<file path="config.mk">
export PLATFORM = sky130hd
export DESIGN_NAME = pi_speed_ctrl
export DESIGN_NICKNAME = d
export VERILOG_FILES = /design/src/rtl/pi_ctrl_pkg.sv /design/src/rtl/pi_terms.sv /design/src/rtl/pi_limit.sv /design/src/rtl/pi_speed_ctrl.sv
export SDC_FILE = /design/constraint.sdc
export NUM_CORES = 2
export LEC_CHECK = 0
export BUFFER_PORTS_ARGS = -buffer_cell sky130_fd_sc_hd__buf_4
export CAP_MARGIN = 5
export CORE_ASPECT_RATIO = 1.75
export CORE_MARGIN = 5
export CORE_UTILIZATION = 38
export DETAILED_ROUTE_END_ITERATION = 10
export GPL_TIMING_DRIVEN = 0
export PLACE_DENSITY_LB_ADDON = 0.15
export SLEW_MARGIN = 20
export SYNTH_ARGS = -nofsm -noshare
export SYNTH_HDL_FRONTEND = slang
export SYNTH_HIERARCHICAL = 1
export SYNTH_SLANG_ARGS = --single-unit
export TNS_END_PERCENT = 30
</file>
<file path="constraint.sdc">
create_clock -name clk -period 21.8 [get_ports clk]
set_clock_uncertainty 0.05 [all_clocks]
set_input_delay 3.27 -clock clk [delete_from_list [all_inputs] [get_ports clk]]
set_output_delay 3.27 -clock clk [all_outputs]
set_load 0.05 [all_outputs]
</file>
<file path="src/rtl/pi_ctrl_pkg.sv">
package pi_ctrl_pkg;

    // Limit a wide signed value into [lo, hi]; upper bound is tested first.
    function automatic logic signed [63:0] clamp_wide(
        input logic signed [63:0] v,
        input logic signed [63:0] lo,
        input logic signed [63:0] hi
    );
        if (v > hi) begin
            return hi;
        end
        if (v < lo) begin
            return lo;
        end
        return v;
    endfunction

endpackage

</file>
<file path="src/rtl/pi_terms.sv">
module pi_terms #(
    parameter int DW   = 16,
    parameter int FRAC = 8,
    parameter int SW   = 36
) (
    input  logic signed [DW:0]   err_i,
    input  logic signed [DW:0]   prev_i,
    input  logic signed [DW-1:0] kp_i,
    input  logic signed [DW-1:0] kic_i,
    output logic signed [SW-1:0] p_term_o,
    output logic signed [SW-1:0] inc_term_o
);
    localparam int EW = DW + 2;
    localparam int PW = DW + DW + 1;
    localparam int IW = DW + EW;

    logic signed [EW-1:0] esum;
    logic signed [PW-1:0] prod_p;
    logic signed [IW-1:0] prod_i;
    logic signed [SW-1:0] p_wide;
    logic signed [SW-1:0] i_wide;

    always_comb begin
        esum       = EW'(err_i) + EW'(prev_i);
        prod_p     = PW'(kp_i) * PW'(err_i);
        prod_i     = IW'(kic_i) * IW'(esum);
        p_wide     = SW'(prod_p);
        i_wide     = SW'(prod_i);
        p_term_o   = p_wide >>> FRAC;
        inc_term_o = i_wide >>> FRAC;
    end

endmodule

</file>
<file path="src/rtl/pi_limit.sv">
module pi_limit
    import pi_ctrl_pkg::*;
#(
    parameter int DW = 16,
    parameter int AW = 32,
    parameter int SW = 36
) (
    input  logic signed [SW-1:0] p_term_i,
    input  logic signed [SW-1:0] inc_term_i,
    input  logic signed [AW-1:0] integ_i,
    input  logic signed [DW-1:0] lo_i,
    input  logic signed [DW-1:0] hi_i,
    output logic signed [AW-1:0] integ_o,
    output logic signed [DW-1:0] out_o
);
    localparam logic signed [63:0] IMAX = (64'sd1 <<< (AW - 1)) - 64'sd1;
    localparam logic signed [63:0] IMIN = -(64'sd1 <<< (AW - 1));

    logic signed [63:0] cand_raw;
    logic signed [63:0] cand_sat;
    logic signed [63:0] total;
    logic signed [63:0] lo_w;
    logic signed [63:0] hi_w;
    logic signed [63:0] lim;
    logic               push_up;
    logic               push_down;

    always_comb begin
        lo_w      = 64'(lo_i);
        hi_w      = 64'(hi_i);
        cand_raw  = 64'(integ_i) + 64'(inc_term_i);
        cand_sat  = clamp_wide(cand_raw, IMIN, IMAX);
        total     = 64'(p_term_i) + cand_sat;
        push_up   = (total > hi_w) && (inc_term_i > 0);
        push_down = (total < lo_w) && (inc_term_i < 0);
        integ_o   = (push_up || push_down) ? integ_i : cand_sat[AW-1:0];
        lim       = clamp_wide(total, lo_w, hi_w);
        out_o     = lim[DW-1:0];
    end

endmodule

</file>
<file path="src/rtl/pi_speed_ctrl.sv">
module pi_speed_ctrl #(
    parameter int DW   = 16,
    parameter int FRAC = 8,
    parameter int AW   = 32
) (
    input  logic                 clk,
    input  logic                 rst_n,
    input  logic                 sample_i,
    input  logic signed [DW-1:0] setpoint_i,
    input  logic signed [DW-1:0] feedback_i,
    input  logic signed [DW-1:0] kp_i,
    input  logic signed [DW-1:0] kic_i,
    input  logic signed [DW-1:0] out_min_i,
    input  logic signed [DW-1:0] out_max_i,
    output logic signed [DW-1:0] ctrl_o,
    output logic                 valid_o
);
    localparam int PW   = DW + DW + 2;
    localparam int WIDE = (AW > PW) ? AW : PW;
    localparam int SW   = WIDE + 2;

    typedef struct packed {
        logic signed [DW:0]   err;
        logic signed [DW:0]   prev;
        logic signed [AW-1:0] integ;
        logic                 busy;
        logic signed [DW-1:0] out;
        logic                 vld;
    } state_t;

    state_t state_d, state_q;

    logic signed [SW-1:0] p_term;
    logic signed [SW-1:0] inc_term;
    logic signed [AW-1:0] integ_nx;
    logic signed [DW-1:0] out_nx;
    logic signed [AW-1:0] integ_state;

    pi_terms #(
        .DW  (DW),
        .FRAC(FRAC),
        .SW  (SW)
    ) i_terms (
        .err_i     (state_q.err),
        .prev_i    (state_q.prev),
        .kp_i      (kp_i),
        .kic_i     (kic_i),
        .p_term_o  (p_term),
        .inc_term_o(inc_term)
    );

    pi_limit #(
        .DW(DW),
        .AW(AW),
        .SW(SW)
    ) i_limit (
        .p_term_i  (p_term),
        .inc_term_i(inc_term),
        .integ_i   (state_q.integ),
        .lo_i      (out_min_i),
        .hi_i      (out_max_i),
        .integ_o   (integ_nx),
        .out_o     (out_nx)
    );

    always_comb begin
        state_d      = state_q;
        state_d.vld  = 1'b0;
        state_d.busy = sample_i;
        if (sample_i) begin
            state_d.err = (DW+1)'(setpoint_i) - (DW+1)'(feedback_i);
        end
        if (state_q.busy) begin
            state_d.prev  = state_q.err;
            state_d.integ = integ_nx;
            state_d.out   = out_nx;
            state_d.vld   = 1'b1;
        end
    end

    always_ff @(posedge clk) begin
        if (!rst_n) begin
            state_q <= '0;
        end else begin
            state_q <= state_d;
        end
    end

    assign ctrl_o      = state_q.out;
    assign valid_o     = state_q.vld;
    assign integ_state = state_q.integ;

endmodule

</file>
Word level (Yosys, flattened, before mapping)

Cells that the tools add are included.

Bits in registers: 84
Input bits: 99
Output and inout port bits: 17
Logic and storage cells: 38

$add $sub $neg: 4
Multiply operators: 2
$lt $le $gt $ge: 6
Mux-type cells: 15
Bitwise gates (word level): 1
Reductions and logical operators: 4

Operators by type and width:

| cell                                                                               | count |
|---|---|
| 64-bit two-way mux                                                                 | 4 |
| 25-bit by 64-bit adder with 64-bit output                                          | 1 |
| 64-bit by 16-bit greater-than comparator with 1-bit output                         | 1 |
| 64-bit by 32-bit greater-than comparator with 1-bit output (second input constant) | 1 |
| 64-bit by 16-bit < comparator with 1-bit output                                    | 1 |
| 64-bit by 32-bit < comparator with 1-bit output (second input constant)            | 1 |
| 16-bit two-way mux                                                                 | 4 |
| 16-bit by 18-bit multiplier with 34-bit output                                     | 1 |
| 32-bit by 26-bit adder with 33-bit output                                          | 1 |
| 16-bit by 17-bit multiplier with 33-bit output                                     | 1 |
| 26-bit by 1-bit greater-than comparator with 1-bit output (second input constant)  | 1 |
| 26-bit by 1-bit < comparator with 1-bit output (second input constant)             | 1 |
| 17-bit by 17-bit adder with 18-bit output                                          | 1 |
| 16-bit by 16-bit subtractor with 17-bit output                                     | 1 |
| 1-bit two-way mux                                                                  | 7 |
| 1-bit logical AND                                                                  | 2 |
| 2-bit AND reduction                                                                | 1 |
| 1-bit logical OR                                                                   | 1 |
| 1-bit inverter                                                                     | 1 |

Logic depth before layout (Yosys ltp)

Depth after elaboration: 14
Depth in mapped cells: 79
Gate-level depth less buffers: 74

Hierarchy

The synthesis kept the hierarchy.

By module, submodules not included:

| module        | instances | cells an instance | area an instance (um^2) | sequential area each (um^2) |
|---|---|---|---|---|
| pi_terms      | 1         | 2397              | 21495.6                 | 0.0 |
| pi_limit      | 1         | 1156              | 8067.7                  | 0.0 |
| pi_speed_ctrl | 1         | 414               | 4076.4                  | 1681.6 |

Least setup slack after synthesis

Ideal clock, no wire load.

Path kind: input-to-reg
Start point: input kic_i[6]
End point: register state_q, in the netlist integ_state[11]
Setup time: 0.116 ns
Data arrival time: 17.300 ns
Required time: 21.634 ns
Path slack: 4.334 ns
Stages: 64
Buffers on the path: 8
Cell sequence: clkbuf_1 > and2_1 > ha_1 > xor2_1 > fa_1 > clkbuf_1 > xnor2_1 > xnor2_1 > fa_1 > fa_1 > inv_1 > fa_1 > inv_1 > ha_1 > nand4_1 > or4_1 > a211oi_1 > o31a_1 > [28 not listed] > o2111a_1 > o31a_1 > o2111ai_1 > buf_2 > o221ai_1 > ha_1 > a21o_1 > a21o_1 > a221oi_1 > o211ai_1 > nor4_1 > nor4_1 > buf_4 > a2bb2oi_2 > clkbuf_1 > a31oi_1 > mux2i_1 > nor2b_1

Longest elaborated chain between the ends: 13
Elaborated cells on any way between the ends: 20
Those cells by class: add/sub (2); mul (1); order compare (6); mux (6); bitwise (1); reduce/logical (4)

Ends and longest elaborated chain:

| element                                                                                                                       | line                           | RTL |
|---|---|---|
| start, declared                                                                                                               | pi_speed_ctrl.sv:12            | `input logic signed [DW-1:0] kic_i,` |
| 16-bit by 18-bit multiplier with 34-bit output *                                                                              | pi_terms.sv:26                 | `prod_i = IW'(kic_i) * IW'(esum);` |
| via inc_term[25]                                                                                                              | pi_speed_ctrl.sv:34            | `logic signed [SW-1:0] inc_term;` |
| 32-bit by 26-bit adder with 33-bit output                                                                                     | pi_limit.sv:31                 | `cand_raw = 64'(integ_i) + 64'(inc_term_i);` |
| 64-bit by 32-bit < comparator with 1-bit output                                                                               | pi_ctrl_pkg.sv:12              | `if (v < lo) begin` |
| 1-bit two-way mux (2 in a row)                                                                                                | pi_ctrl_pkg.sv:12              |  |
| 64-bit two-way mux                                                                                                            | pi_ctrl_pkg.sv:15              | `return v;` |
| 64-bit two-way mux                                                                                                            | pi_ctrl_pkg.sv:12              |  |
| 25-bit by 64-bit adder with 64-bit output                                                                                     | pi_limit.sv:33                 | `total = 64'(p_term_i) + cand_sat;` |
| 64-bit by 16-bit greater-than comparator with 1-bit output or 64-bit by 16-bit < comparator with 1-bit output (tied branches) | pi_limit.sv:34, pi_limit.sv:35 |  |
| 1-bit logical AND (on tied branches)                                                                                          | pi_limit.sv:34, pi_limit.sv:35 |  |
| 1-bit logical OR                                                                                                              | pi_limit.sv:36                 | `integ_o = (push_up \|\| push_down) ? integ_i : cand_sat[AW-1:0];` |
| 1-bit inverter (no line)                                                                                                      | --                             |  |
| 2-bit AND reduction (no line)                                                                                                 | --                             |  |
| end signal, assigned                                                                                                          | pi_speed_ctrl.sv:85            | `state_q <= state_d;` |
| end, declared                                                                                                                 | pi_speed_ctrl.sv:31            | `state_t state_d, state_q;` |

Mark *: on every way through the listed nets, which the timed path passes. The rest lies on a longest branch. The select of a mux whose other input is x is not followed.
A chain may end at the register's enable or synchronous reset.

Worst setup path after layout

Ends and elaborated chain as after synthesis.

==> metrics <==
DRT iter0 DRCs 1137; FFs w/ async S/R, synth 0%; DRC errors left 0; critical path's largest stage delay 0.60 ns; Area contributors post-synth fa_1, ha_1, inv_1, dfxtp_1, nand2_1; Max FO, Critical Path 12; status finished clean; dominant synthesized flop cell dfxtp_1; Final Hold Viols 0; Crit Path Category input pin to flop; Hold Crit Depth 2; Startpoint Class input pin; area grow syn2layout 7.837%; commonest non-fill, non-tap cells in the layout inv_1, fa_1, nand2_1, ha_1, and2_1; pre-CTS setup slack -0.08897 ns; share of cells above drive strength 1 5.999%; die area 94810 um2; critical path endpoint category flop; largest net degree at the start of global routing 37; CTS Root Buffer Type clkbuf_16; IO Count 116; count of cell types in the netlist 93; CORE AREA 87920 um2; First-pass DRT Iterations 5; Post-Route WL 100800 um; TritonCTS clock tree built; Yosys warnings 6; routability cong. 0.8946; initial antenna violation count 4; clock slew at reported path FFs 0.07 ns; Final period util 94.84%; Hold Crit Endpoint state_q[66]; GRT overflow 0; CTS Buf Count 9; Final WS setup 1.126 ns; Initial Util 38.26%; worst reg2reg setup slack 1.23 ns; Max Clk Rate 0.04837 GHz; maximum capacitance violations 0; Slew @ Worst Pin 1.111 ns; Worst Path Required 22.04 ns; gr usage total 21.51%; clock sinks 84; post-synthesis cell area 33640 um2; Seq cells post-synth 84; sequential fraction of the synthesis area 4.999%; Mean Syn Cell Area 8.480 um2; Final HPWL DP 88360 um; CP arrival 20.92 ns; CP most frequent cell inv_1; slowest library cell on the worst path fa_1; Worst R2R End integ_state[11]; global-route wire length before repair 161300 um; Min Clock Period, post-route 20.67 ns; Pins Over Slew Limit 0; clk_lat worst skew 0.40 ns; Yosys top cell by area fa_1; postcts setup bufs 0; FF-to-FF path depth 73; count of nets after finishing 5139; Mapped Cells 3967; slew margin rel. 25.92%; Syn Nets 5027; clock tree buffer depth 2; H-Tree Depth 3; worst r2r src state_q[68]; Hold/Removal Path Class flop to flop; via density per instance 5.150; Die X 234.9 um; Final setup viols 0; Die Ht 403.6 um; Vias 27051; most common cell after layout, fill and taps aside inv_1; row cnt 144; number of global-route vias before repair 29552; number of nets with antenna violations after routing 0; DR WL/cell 19.19 um; Hold Path Origin state_q[66]; port bufs 99; Post-synth EDFFs 0; Yosys top cell area share 33.39%; RSZ-0062 raised after global routing false
how the worst max path moves through the flow:
stage	start	to	slack (ns)
3_5_place_dp	kic_i[6]	integ_state[15]	-0.09
5_1_grt	kic_i[6]	integ_state[29]	0.08
6_report	kic_i[6]	integ_state[11]	1.13
3_3_place_gp	kic_i[6]	integ_state[30]	0.009
4_1_cts	state_q[68]	integ_state[15]	0.23
2_1_floorplan	kic_i[6]	integ_state[11]	4.33
metrics by stage:
stage,instance area [um2],utilization [%],TNS [ns],cells,hold slack [ns]
2_1_floorplan,33640,-,0,3967,0.4339
5_1_grt,36270,41.26,0,5252,0.5006
4_1_cts,36240,41.22,0,5252,0.4795
3_3_place_gp,35840,40.77,0,5234,0.4526
6_report,36280,41.26,0,5253,0.4736
3_5_place_dp,35940,40.87,-1.218,5236,0.4604
timing repair:
item / in CTS / in global routing
gates resized for setup: 0 / 5
endpoints found under the setup margin: 0 / 48
hold buffers: 0 / 0
logic make-up (layout without fill, tap and decap cells):
kind of cell	Yosys count	in the layout	share of synthesized area (%)
other cells	0	1	0
fa+ha+maj	961	961	48.26
mux	85	85	2.529
simple gates	1180	1180	17.33
xor+xnor	152	152	3.957
flops	84	84	4.999
buf+inv	893	1010	10.68
compound gates	612	612	12.24
per-layer routing:
layer	track usage, %	vias to the layer above	part of all wire, %
met5	0	-	0
met4	8.098	0	4.4
met2	44.39	458	57
met1	22.30	13413	36
li1	-	13025	-
met3	1.372	155	2.1
final cells by class:
| type | count | area (um2) |
|---|---|---|
| antenna | 1 | 2.502 |
| buffer | 186 | 938.4 |
| clock buffer | 10 | 229.0 |
| clock inverter | 6 | 72.57 |
| fill | 9310 | 51650 |
| inverter | 707 | 2654 |
| multi-input combinational | 2990 | 28450 |
| sequential | 84 | 1682 |
| tap | 1168 | 1461 |
| timing repair buffer | 101 | 790.8 |
synth_stat cells, drive strengths merged (4+ instances only):
| master | count |
|---|---|
| a2111oi | 6 |
| a211oi | 31 |
| a21boi | 5 |
| a21o | 68 |
| a21oi | 179 |
| a221oi | 6 |
| a311oi | 5 |
| a31o | 5 |
| a31oi | 45 |
| and2 | 225 |
| and3 | 25 |
| and4 | 7 |
| buf | 67 |
| clkbuf | 119 |
| dfxtp | 84 |
| fa | 561 |
| ha | 400 |
| inv | 706 |
| mux2i | 85 |
| nand2 | 429 |
| nand2b | 37 |
| nand3 | 64 |
| nand4 | 44 |
| nor2 | 165 |
| nor2b | 107 |
| nor3 | 31 |
| nor4 | 13 |
| o2111a | 5 |
| o2111ai | 6 |
| o211ai | 17 |
| o21a | 27 |
| o21ai | 107 |
| o21bai | 16 |
| o221ai | 33 |
| o22ai | 4 |
| o31a | 6 |
| o31ai | 11 |
| or2 | 10 |
| or3 | 12 |
| xnor2 | 109 |
| xor2 | 43 |
registers in the layout, summed over array words and instances (netlist names):
register     flops
integ_state     32
valid_o          1
state_q         35
ctrl_o          16
critical path: cells and delay by family:
| family | cells | cell delay, ns |
|---|---|---|
| AOI/OAI and AO/OA | 21 | 5.42 |
| adders and majority gates | 11 | 4.40 |
| and+or+nand+nor | 17 | 3.55 |
| buffers and inverters | 15 | 3.33 |
| xor gates and xnor gates | 2 | 0.74 |
| muxes | 1 | 0.15 |
Power is not shown: default switching activity piles up to over one toggle a cycle in this logic, so the estimate is an artifact.
